### config.mk
export PLATFORM = sky130hd
export DESIGN_NAME = hireg_bx_unit
export DESIGN_NICKNAME = d
export VERILOG_FILES = /design/src/rtl/hrx_pkg.sv /design/src/rtl/hrx_decode.sv /design/src/rtl/hrx_alu.sv /design/src/rtl/hrx_outreg.sv /design/src/rtl/hireg_bx_unit.sv
export SDC_FILE = /design/constraint.sdc
export NUM_CORES = 1
export LEC_CHECK = 0
export BUFFER_PORTS_ARGS = -buffer_cell sky130_fd_sc_hd__buf_2
export CAP_MARGIN = 10
export CORE_ASPECT_RATIO = 1.4
export CORE_UTILIZATION = 38
export CTS_CLUSTER_SIZE = 28
export DETAILED_ROUTE_END_ITERATION = 12
export GPL_TIMING_DRIVEN = 0
export HOLD_SLACK_MARGIN = 0.06
export PLACE_DENSITY_LB_ADDON = 0.1
export SLEW_MARGIN = 20
export SYNTH_ARGS = -nofsm -noshare
export SYNTH_HDL_FRONTEND = slang
export SYNTH_SLANG_ARGS = --single-unit
export TNS_END_PERCENT = 50
### constraint.sdc
create_clock -name clk -period 1.3 [get_ports clk]
set_input_delay 0.195 -clock clk [delete_from_list [all_inputs] [get_ports clk]]
set_output_delay 0.195 -clock clk [all_outputs]
set_load 0.03 [all_outputs]
### src/rtl/hrx_pkg.sv
package hrx_pkg;
  localparam logic [5:0] HRX_TAG = 6'b010001;

  typedef enum logic [1:0] {
    OP_BAD = 2'b00,
    OP_CMP = 2'b01,
    OP_MOV = 2'b10,
    OP_BX  = 2'b11
  } hrx_op_e;

  typedef struct packed {
    logic n;
    logic z;
    logic c;
    logic v;
  } hrx_flags_t;
endpackage

### src/rtl/hrx_decode.sv
module hrx_decode
  import hrx_pkg::*;
#(
  parameter int IDX_W = 4
) (
  input  logic [15:0]      instr,
  output logic             fmt_hit,
  output hrx_op_e          op,
  output logic [IDX_W-1:0] src_idx,
  output logic [IDX_W-1:0] dst_idx
);
  localparam int LO_W = IDX_W - 1;

  assign fmt_hit = (instr[15:10] == HRX_TAG);
  assign op      = hrx_op_e'(instr[9:8]);
  // high-bank bit joins the 3-bit field
  assign src_idx = {instr[6], instr[3 +: LO_W]};
  assign dst_idx = {instr[7], instr[0 +: LO_W]};
endmodule

### src/rtl/hrx_alu.sv
module hrx_alu
  import hrx_pkg::*;
#(
  parameter int W = 32
) (
  input  logic [W-1:0] src_val,
  input  logic [W-1:0] dst_val,
  output hrx_flags_t   cmp_flags,
  output logic [W-1:0] pc_target,
  output logic         state_bit
);
  function automatic hrx_flags_t sub_flags(input logic [W-1:0] a, input logic [W-1:0] b);
    hrx_flags_t f;
    logic [W:0] full;
    full = {1'b0, a} - {1'b0, b};
    f.n = full[W-1];
    f.z = (full[W-1:0] == '0);
    f.c = ~full[W];
    f.v = (a[W-1] ^ b[W-1]) & (a[W-1] ^ full[W-1]);
    return f;
  endfunction

  function automatic logic [W-1:0] clear_lsb(input logic [W-1:0] a);
    return {a[W-1:1], 1'b0};
  endfunction

  assign cmp_flags = sub_flags(dst_val, src_val);
  assign pc_target = clear_lsb(src_val);
  assign state_bit = src_val[0];
endmodule

### src/rtl/hrx_outreg.sv
module hrx_outreg
  import hrx_pkg::*;
#(
  parameter int W     = 32,
  parameter int IDX_W = 4
) (
  input  logic             clk,
  input  logic             rst_n,
  input  logic             take,
  input  hrx_op_e          op,
  input  logic [IDX_W-1:0] dst_idx,
  input  logic [W-1:0]     src_val,
  input  hrx_flags_t       cmp_flags,
  input  hrx_flags_t       flags_in,
  input  logic [W-1:0]     pc_target,
  input  logic             state_bit,
  output logic             done,
  output logic             wb_en,
  output logic [IDX_W-1:0] wb_idx,
  output logic [W-1:0]     wb_data,
  output logic             flags_we,
  output hrx_flags_t       flags_out,
  output logic             pc_load,
  output logic [W-1:0]     pc_next,
  output logic             flush,
  output logic             state_load,
  output logic             state_next,
  output logic             illegal
);
  logic is_cmp, is_mov, is_bx, is_bad;
  assign is_cmp = take && (op == OP_CMP);
  assign is_mov = take && (op == OP_MOV);
  assign is_bx  = take && (op == OP_BX);
  assign is_bad = take && (op == OP_BAD);

  always_ff @(posedge clk or negedge rst_n) begin
    if (!rst_n) begin
      done       <= 1'b0;
      wb_en      <= 1'b0;
      wb_idx     <= '0;
      wb_data    <= '0;
      flags_we   <= 1'b0;
      flags_out  <= '0;
      pc_load    <= 1'b0;
      pc_next    <= '0;
      flush      <= 1'b0;
      state_load <= 1'b0;
      state_next <= 1'b0;
      illegal    <= 1'b0;
    end else begin
      done       <= take;
      wb_en      <= is_mov;
      flags_we   <= is_cmp;
      pc_load    <= is_bx;
      flush      <= is_bx;
      state_load <= is_bx;
      illegal    <= is_bad;
      if (take) begin
        wb_idx    <= dst_idx;
        flags_out <= is_cmp ? cmp_flags : flags_in;
      end
      if (is_mov) wb_data <= src_val;
      if (is_bx) begin
        pc_next    <= pc_target;
        state_next <= state_bit;
      end
    end
  end
endmodule

### src/rtl/hireg_bx_unit.sv
module hireg_bx_unit
  import hrx_pkg::*;
#(
  parameter int W     = 32,
  parameter int IDX_W = 4
) (
  input  logic             clk,
  input  logic             rst_n,
  input  logic             instr_valid,
  input  logic [15:0]      instr,
  input  logic [W-1:0]     src_val,
  input  logic [W-1:0]     dst_val,
  input  logic [3:0]       flags_in,
  output logic [IDX_W-1:0] src_idx,
  output logic [IDX_W-1:0] dst_idx,
  output logic             done,
  output logic             wb_en,
  output logic [IDX_W-1:0] wb_idx,
  output logic [W-1:0]     wb_data,
  output logic             flags_we,
  output logic [3:0]       flags_out,
  output logic             pc_load,
  output logic [W-1:0]     pc_next,
  output logic             flush,
  output logic             state_load,
  output logic             state_next,
  output logic             illegal
);
  // named internal events
  logic       fmt_hit;
  logic       take;
  hrx_op_e    op;
  hrx_flags_t cmp_flags;
  hrx_flags_t flags_q;
  logic [W-1:0] pc_target;
  logic       state_bit;

  hrx_decode #(.IDX_W(IDX_W)) u_dec (
    .instr   (instr),
    .fmt_hit (fmt_hit),
    .op      (op),
    .src_idx (src_idx),
    .dst_idx (dst_idx)
  );

  assign take = instr_valid && fmt_hit;

  hrx_alu #(.W(W)) u_alu (
    .src_val   (src_val),
    .dst_val   (dst_val),
    .cmp_flags (cmp_flags),
    .pc_target (pc_target),
    .state_bit (state_bit)
  );

  hrx_outreg #(.W(W), .IDX_W(IDX_W)) u_out (
    .clk        (clk),
    .rst_n      (rst_n),
    .take       (take),
    .op         (op),
    .dst_idx    (dst_idx),
    .src_val    (src_val),
    .cmp_flags  (cmp_flags),
    .flags_in   (hrx_flags_t'(flags_in)),
    .pc_target  (pc_target),
    .state_bit  (state_bit),
    .done       (done),
    .wb_en      (wb_en),
    .wb_idx     (wb_idx),
    .wb_data    (wb_data),
    .flags_we   (flags_we),
    .flags_out  (flags_q),
    .pc_load    (pc_load),
    .pc_next    (pc_next),
    .flush      (flush),
    .state_load (state_load),
    .state_next (state_next),
    .illegal    (illegal)
  );

  assign flags_out = flags_q;
endmodule

== Word level (Yosys, flattened, before mapping) ==
Cells that the tools add are included.
Storage, ports and cells
  output and inout bits: 88
  logic and storage cells: 30
  bits of input ports: 87
  register bits after elaboration: 77
Cells by class
  mux-type cells: 1
  eq/ne operators: 4
  bitwise logic cells: 4
  add/subtract/negate cells: 1
  reductions and logical operators: 7
Operators with widths (number)
  $sub A32 B32 Y33: 1
  $logic_not A32 Y1: 1
  $eq A6 B5 Y1 const B: 1
  $logic_and A1 B1 Y1: 5
  $eq A2 B2 Y1 const B: 2
  $mux W4: 1
  $eq A2 B1 Y1 const B: 1
  $logic_not A2 Y1: 1
  $xor A1 B1 Y1: 2
  $and A1 B1 Y1: 1
  $not A1 Y1: 1

== Logic depth before layout (Yosys ltp) ==
  depth after elaboration: 4
  mapped depth: 13
  gate-level depth less buffers: 12

== Cells and area by module ==
From an unflattened synthesis, not the netlist that was laid out.
Unflattened totals
  cells, all modules: 569
  area total of the unflattened synthesis: 5610.4 um^2
Modules (own cells, without submodules)
  hrx_outreg: cells each 182, instances 1, sequential area each 1951.9 um^2, area an instance 3094.2 um^2
  hrx_alu: cells each 374, instances 1, sequential area each 0.0 um^2, area an instance 2413.6 um^2
  hrx_decode: cells each 12, instances 1, sequential area each 0.0 um^2, area an instance 96.3 um^2
  hireg_bx_unit: cells each 1, instances 1, sequential area each 0.0 um^2, area an instance 6.3 um^2

== Least setup slack after synthesis ==
Ideal clock, no wire load.
  path kind: input port to flip-flop
  from: input port src_val[2]
  to: register u_out.flags_out[2] (netlist name)
  slack: -1.297 ns
  path buffers: 0
  arrival: 2.466 ns
  stages on the path: 12
  data required time: 1.169 ns
  setup time: 0.131 ns
  cell sequence: inv_1 -> ha_1 -> a21oi_4 -> a21boi_2 -> a211o_2 -> a211o_2 -> a41oi_1 -> nand2_1 -> a2111oi_0 -> nor4_1 -> nand4_1 -> o31ai_2
On the way
  word-level cells in the longest chain between the ends: 3
Ends and longest elaborated chain
  from (decl): RTL line hireg_bx_unit.sv:11  | input logic [W-1:0] src_val,
  $sub A32 B32 Y33: RTL line hrx_alu.sv:15  | full = {1'b0, a} - {1'b0, b};
  $logic_not A32 Y1: RTL line hrx_alu.sv:17  | f.z = (full[W-1:0] == '0);
  $mux W4: RTL line hrx_outreg.sv:60  | flags_out <= is_cmp ? cmp_flags : flags_in;
Every way passes these cells.
A chain may end at the register's enable or synchronous reset.

== Final worst setup path ==
  from: input port src_val[4]
  to: register u_out.flags_out[2] (netlist name)
On the way
  word-level cells in the longest chain between the ends: 3
Ends and longest elaborated chain (RTL line)
  $sub A32 B32 Y33: hrx_alu.sv:15
  $logic_not A32 Y1: hrx_alu.sv:17
  $mux W4: hrx_outreg.sv:60
Every way passes these cells.

==> flow_summary.yaml <==
floorplanning:
  start_util_pct: 39.5
  die-area_sq_um: 12900
  core_area_sq_um: 12000
  dieHeight_um: 134
  ioPinCount: 175
  die_x_um: 96.4
  num_rows: 47
logic_synthesis:
  synth_common_cells: "nand2_1, o21ai_0, dfrtp_1, inv_1, ha_1"
  synth_cell_type_count: 60
  yosysMostFrequentCell: "nand2_1"
  avgSynthCellArea_sq_um: 8.64
  syn_inst: 549
  syn_nets: 668
  ys.warnings.count: 0
  synth_area_sq_um: 4740
  yosysTopAreaCell: "dfrtp_1"
  ys_ff_latch: 77
  synthDominantCellAreaShare_pct: 40.6
  synth_edf_count: 0
  ys_seq_area_share_pct: 40.6
  async_flop_share_pct: 100
  synth_area_leaders: "dfrtp_1, ha_1, o21ai_0"
  ys.flop_type: "dfrtp_1"
clock_tree:
  numCtsBuffers: 9
  ctsLongestPathBuffers: 2
  numClockSinks: 77
  clk_latency_ns: 0.34
  clkTransAtPathRegs_ns: 0.06
  cts-root-buf: "clkbuf_16"
  cts_tree: "yes"
  cts_max_level: 3
finish:
  n_antenna_cell: 0
  drive_gt1_share_pct: 46.9
  ff_latch_area_sq_um: 1930
  multi_input_area_sq_um: 3160
  nFillCells: 1095
  area_delta_synth_final_pct: 49.2
  final_nets: 863
  layout.cells.non_filler: 896
  stdcell_area_sq_um: 7080
detailed_routing:
  drt_first_iter_violations: 105
  first_pass_iters: 4
  antenna_left: 0
  vias: 4775
  wl_per_cell_um: 16.7
  drcViolationCount: 0
  via_per_inst: 5.33
  wl_um: 15000
critical_path:
  crit_required_ns: 1.52
  crit_path_start_kind: "primary input"
  arrival_ns: 2.77
  end_kind: "flip-flop"
  path_class: "in -> reg"
  crit_fanout: 7
job:
  maxCapViolations: 0
min_path:
  min_path_type: "in -> reg"
sta:
  post-route-min-period_ns: 2.55
  fin_crit_sh_pct: 196
  fmax_mhz: 393
  clock_skew_ns: 0
  maxSlewViolCount: 0
  hold_viol: 0
  rsz0062_at_grt: "true"
  fin_ws_ns: -1.25
  finalSetupViolCount: 4
pwr:
  power.leakage_nw: 3.42
  powerDensity_nw_per_um2: 1030
  ir_drop_uv: 602
placement:
  gp_congestion: 0.836
  hpwl_um: 11100
  place_area_sq_um: 5970
  port_buffers: 169
  post-place-cells: 866
outcome:
  violations: "setup timing"
  status: "finished, violations left"
global_route:
  grt_usage_pct: 22.8
  grt_pass1_wl_um: 22700
  grt.overflow.total: 0
  first_global_vias: 4684
  antenna_found_initial: 0
  grt_start_max_net_pins: 47
## layout by cell type, fill, tap and decap left out, types with 12 or more instances in the layout
cell type  netlist  routed
buf_2            0     165
a21oi_1         27      18
dfrtp_1         77      77
nor2_1          25      21
o21ai_0         79      35
nand4_1         12      12
nand2_1         90      88
inv_2            0      14
inv_1           40      19
buf_4           11      31
ha_4             0      28
o21ai_1          1      43
## routing by layer
layer / vias up / global-route usage (%) / part of all wire, %
met4: 0 / 9.89 / 2.5
met2: 160 / 40.1 / 52
li1: 2324 / - / -
met3: 23 / 2.89 / 4.7
met1: 2268 / 27.3 / 40
met5: - / 0 / 0
## cell families after synthesis
logic type / after synthesis / share of synthesized area, %
AND/OR/NAND/NOR: 174 / 17.5
AO/OA/AOI/OAI: 166 / 21.8
flip-flops: 77 / 40.6
buffers and inverters: 77 / 7.12
adder cells (fa/ha/maj): 32 / 8.44
XOR/XNOR: 15 / 2.77
multiplexers: 7 / 1.66
other: 1 / 0.0790
## sequential cells by signal (all words and copies together) (netlist names)
signal and cells:
u_out.flags_out 4, u_out.flags_we 1, u_out.wb_en 1, u_out.wb_data 32, u_out.pc_load 1, u_out.state_next 1
u_out.illegal 1, u_out.pc_next 31, u_out.done 1, u_out.wb_idx 4
## path summary, 6_finish.rpt
kind / end / slack (ns) / startpoint / depth (start not counted)
min in group asynchronous: u_out.pc_next[4] / 0.33 / rst_n / 2
worst max register to register: u_out.flags_out[2] / 0.48 / u_out.flags_out[2] / 2
max in group asynchronous: u_out.wb_data[21] / 0.39 / rst_n / 3
worst min register to register: u_out.wb_data[2] / 0.48 / u_out.wb_data[2] / 2
worst min-delay path: u_out.wb_idx[0] / 0.1 / instr[0] / 2
worst max-delay path: u_out.flags_out[2] / -1.25 / src_val[4] / 13
## through the flow
step	hold WS [ns]	power [mW]	setup TNS (ns)	utilization (%)	setup slack, ns
2_1_floorplan	-0.101	3.90	-14.69	-	-1.21
3_3_place_gp	0.414	4.48	-92.50	49.5	-1.91
3_5_place_dp	0.168	4.50	-57.34	49.7	-1.91
4_1_cts	0.0856	7.01	-4.61	53.7	-1.27
5_1_grt	0.0979	7.63	-5.44	59.0	-1.44
6_report	0.0971	7.27	-4.52	59.0	-1.25
## where the power goes
part / switching, mW / internal, mW / leakage, nW
clock network: 1.09 / 1.31 / 0.122
registers: 0.0669 / 2.53 / 1.06
logic: 1.33 / 0.954 / 2.24
total: 2.48 / 4.79 / 3.42
## worst max-delay path: stages
cell and delay [ns]:
buf_6 0.11, inv_12 0.05, ha_4 0.19, a211oi_2 0.20, nor2_2 0.09, a211o_4 0.35, a211o_4 0.40, a41oi_2 0.23
nand2_1 0.16, a2111oi_4 0.44, nor4_2 0.10, nand4_1 0.17, o31ai_2 0.08
## layout make-up
type	instances	area share, %
buffer	27	3.32
inverter	40	2.51
multi-input combinational	396	44.6
tap	147	2.60
clock buffer	10	3.23
sequential	77	27.2
timing repair buffer	193	15.8
clock inverter	6	0.672
## timing repair
| item | 4_1_cts | 5_1_grt |
|---|---|---|
| endpoints found under the setup margin | 72 | 69 |
| cloned | 0 | 3 |
| hold buffers | 1 | 0 |
| resized for setup | 34 | 139 |
| pin swaps | 12 | 35 |
| buffers inserted | 11 | 10 |
| endpoints found under the hold margin | 31 | 0 |
(Power assumes the default switching activity.)
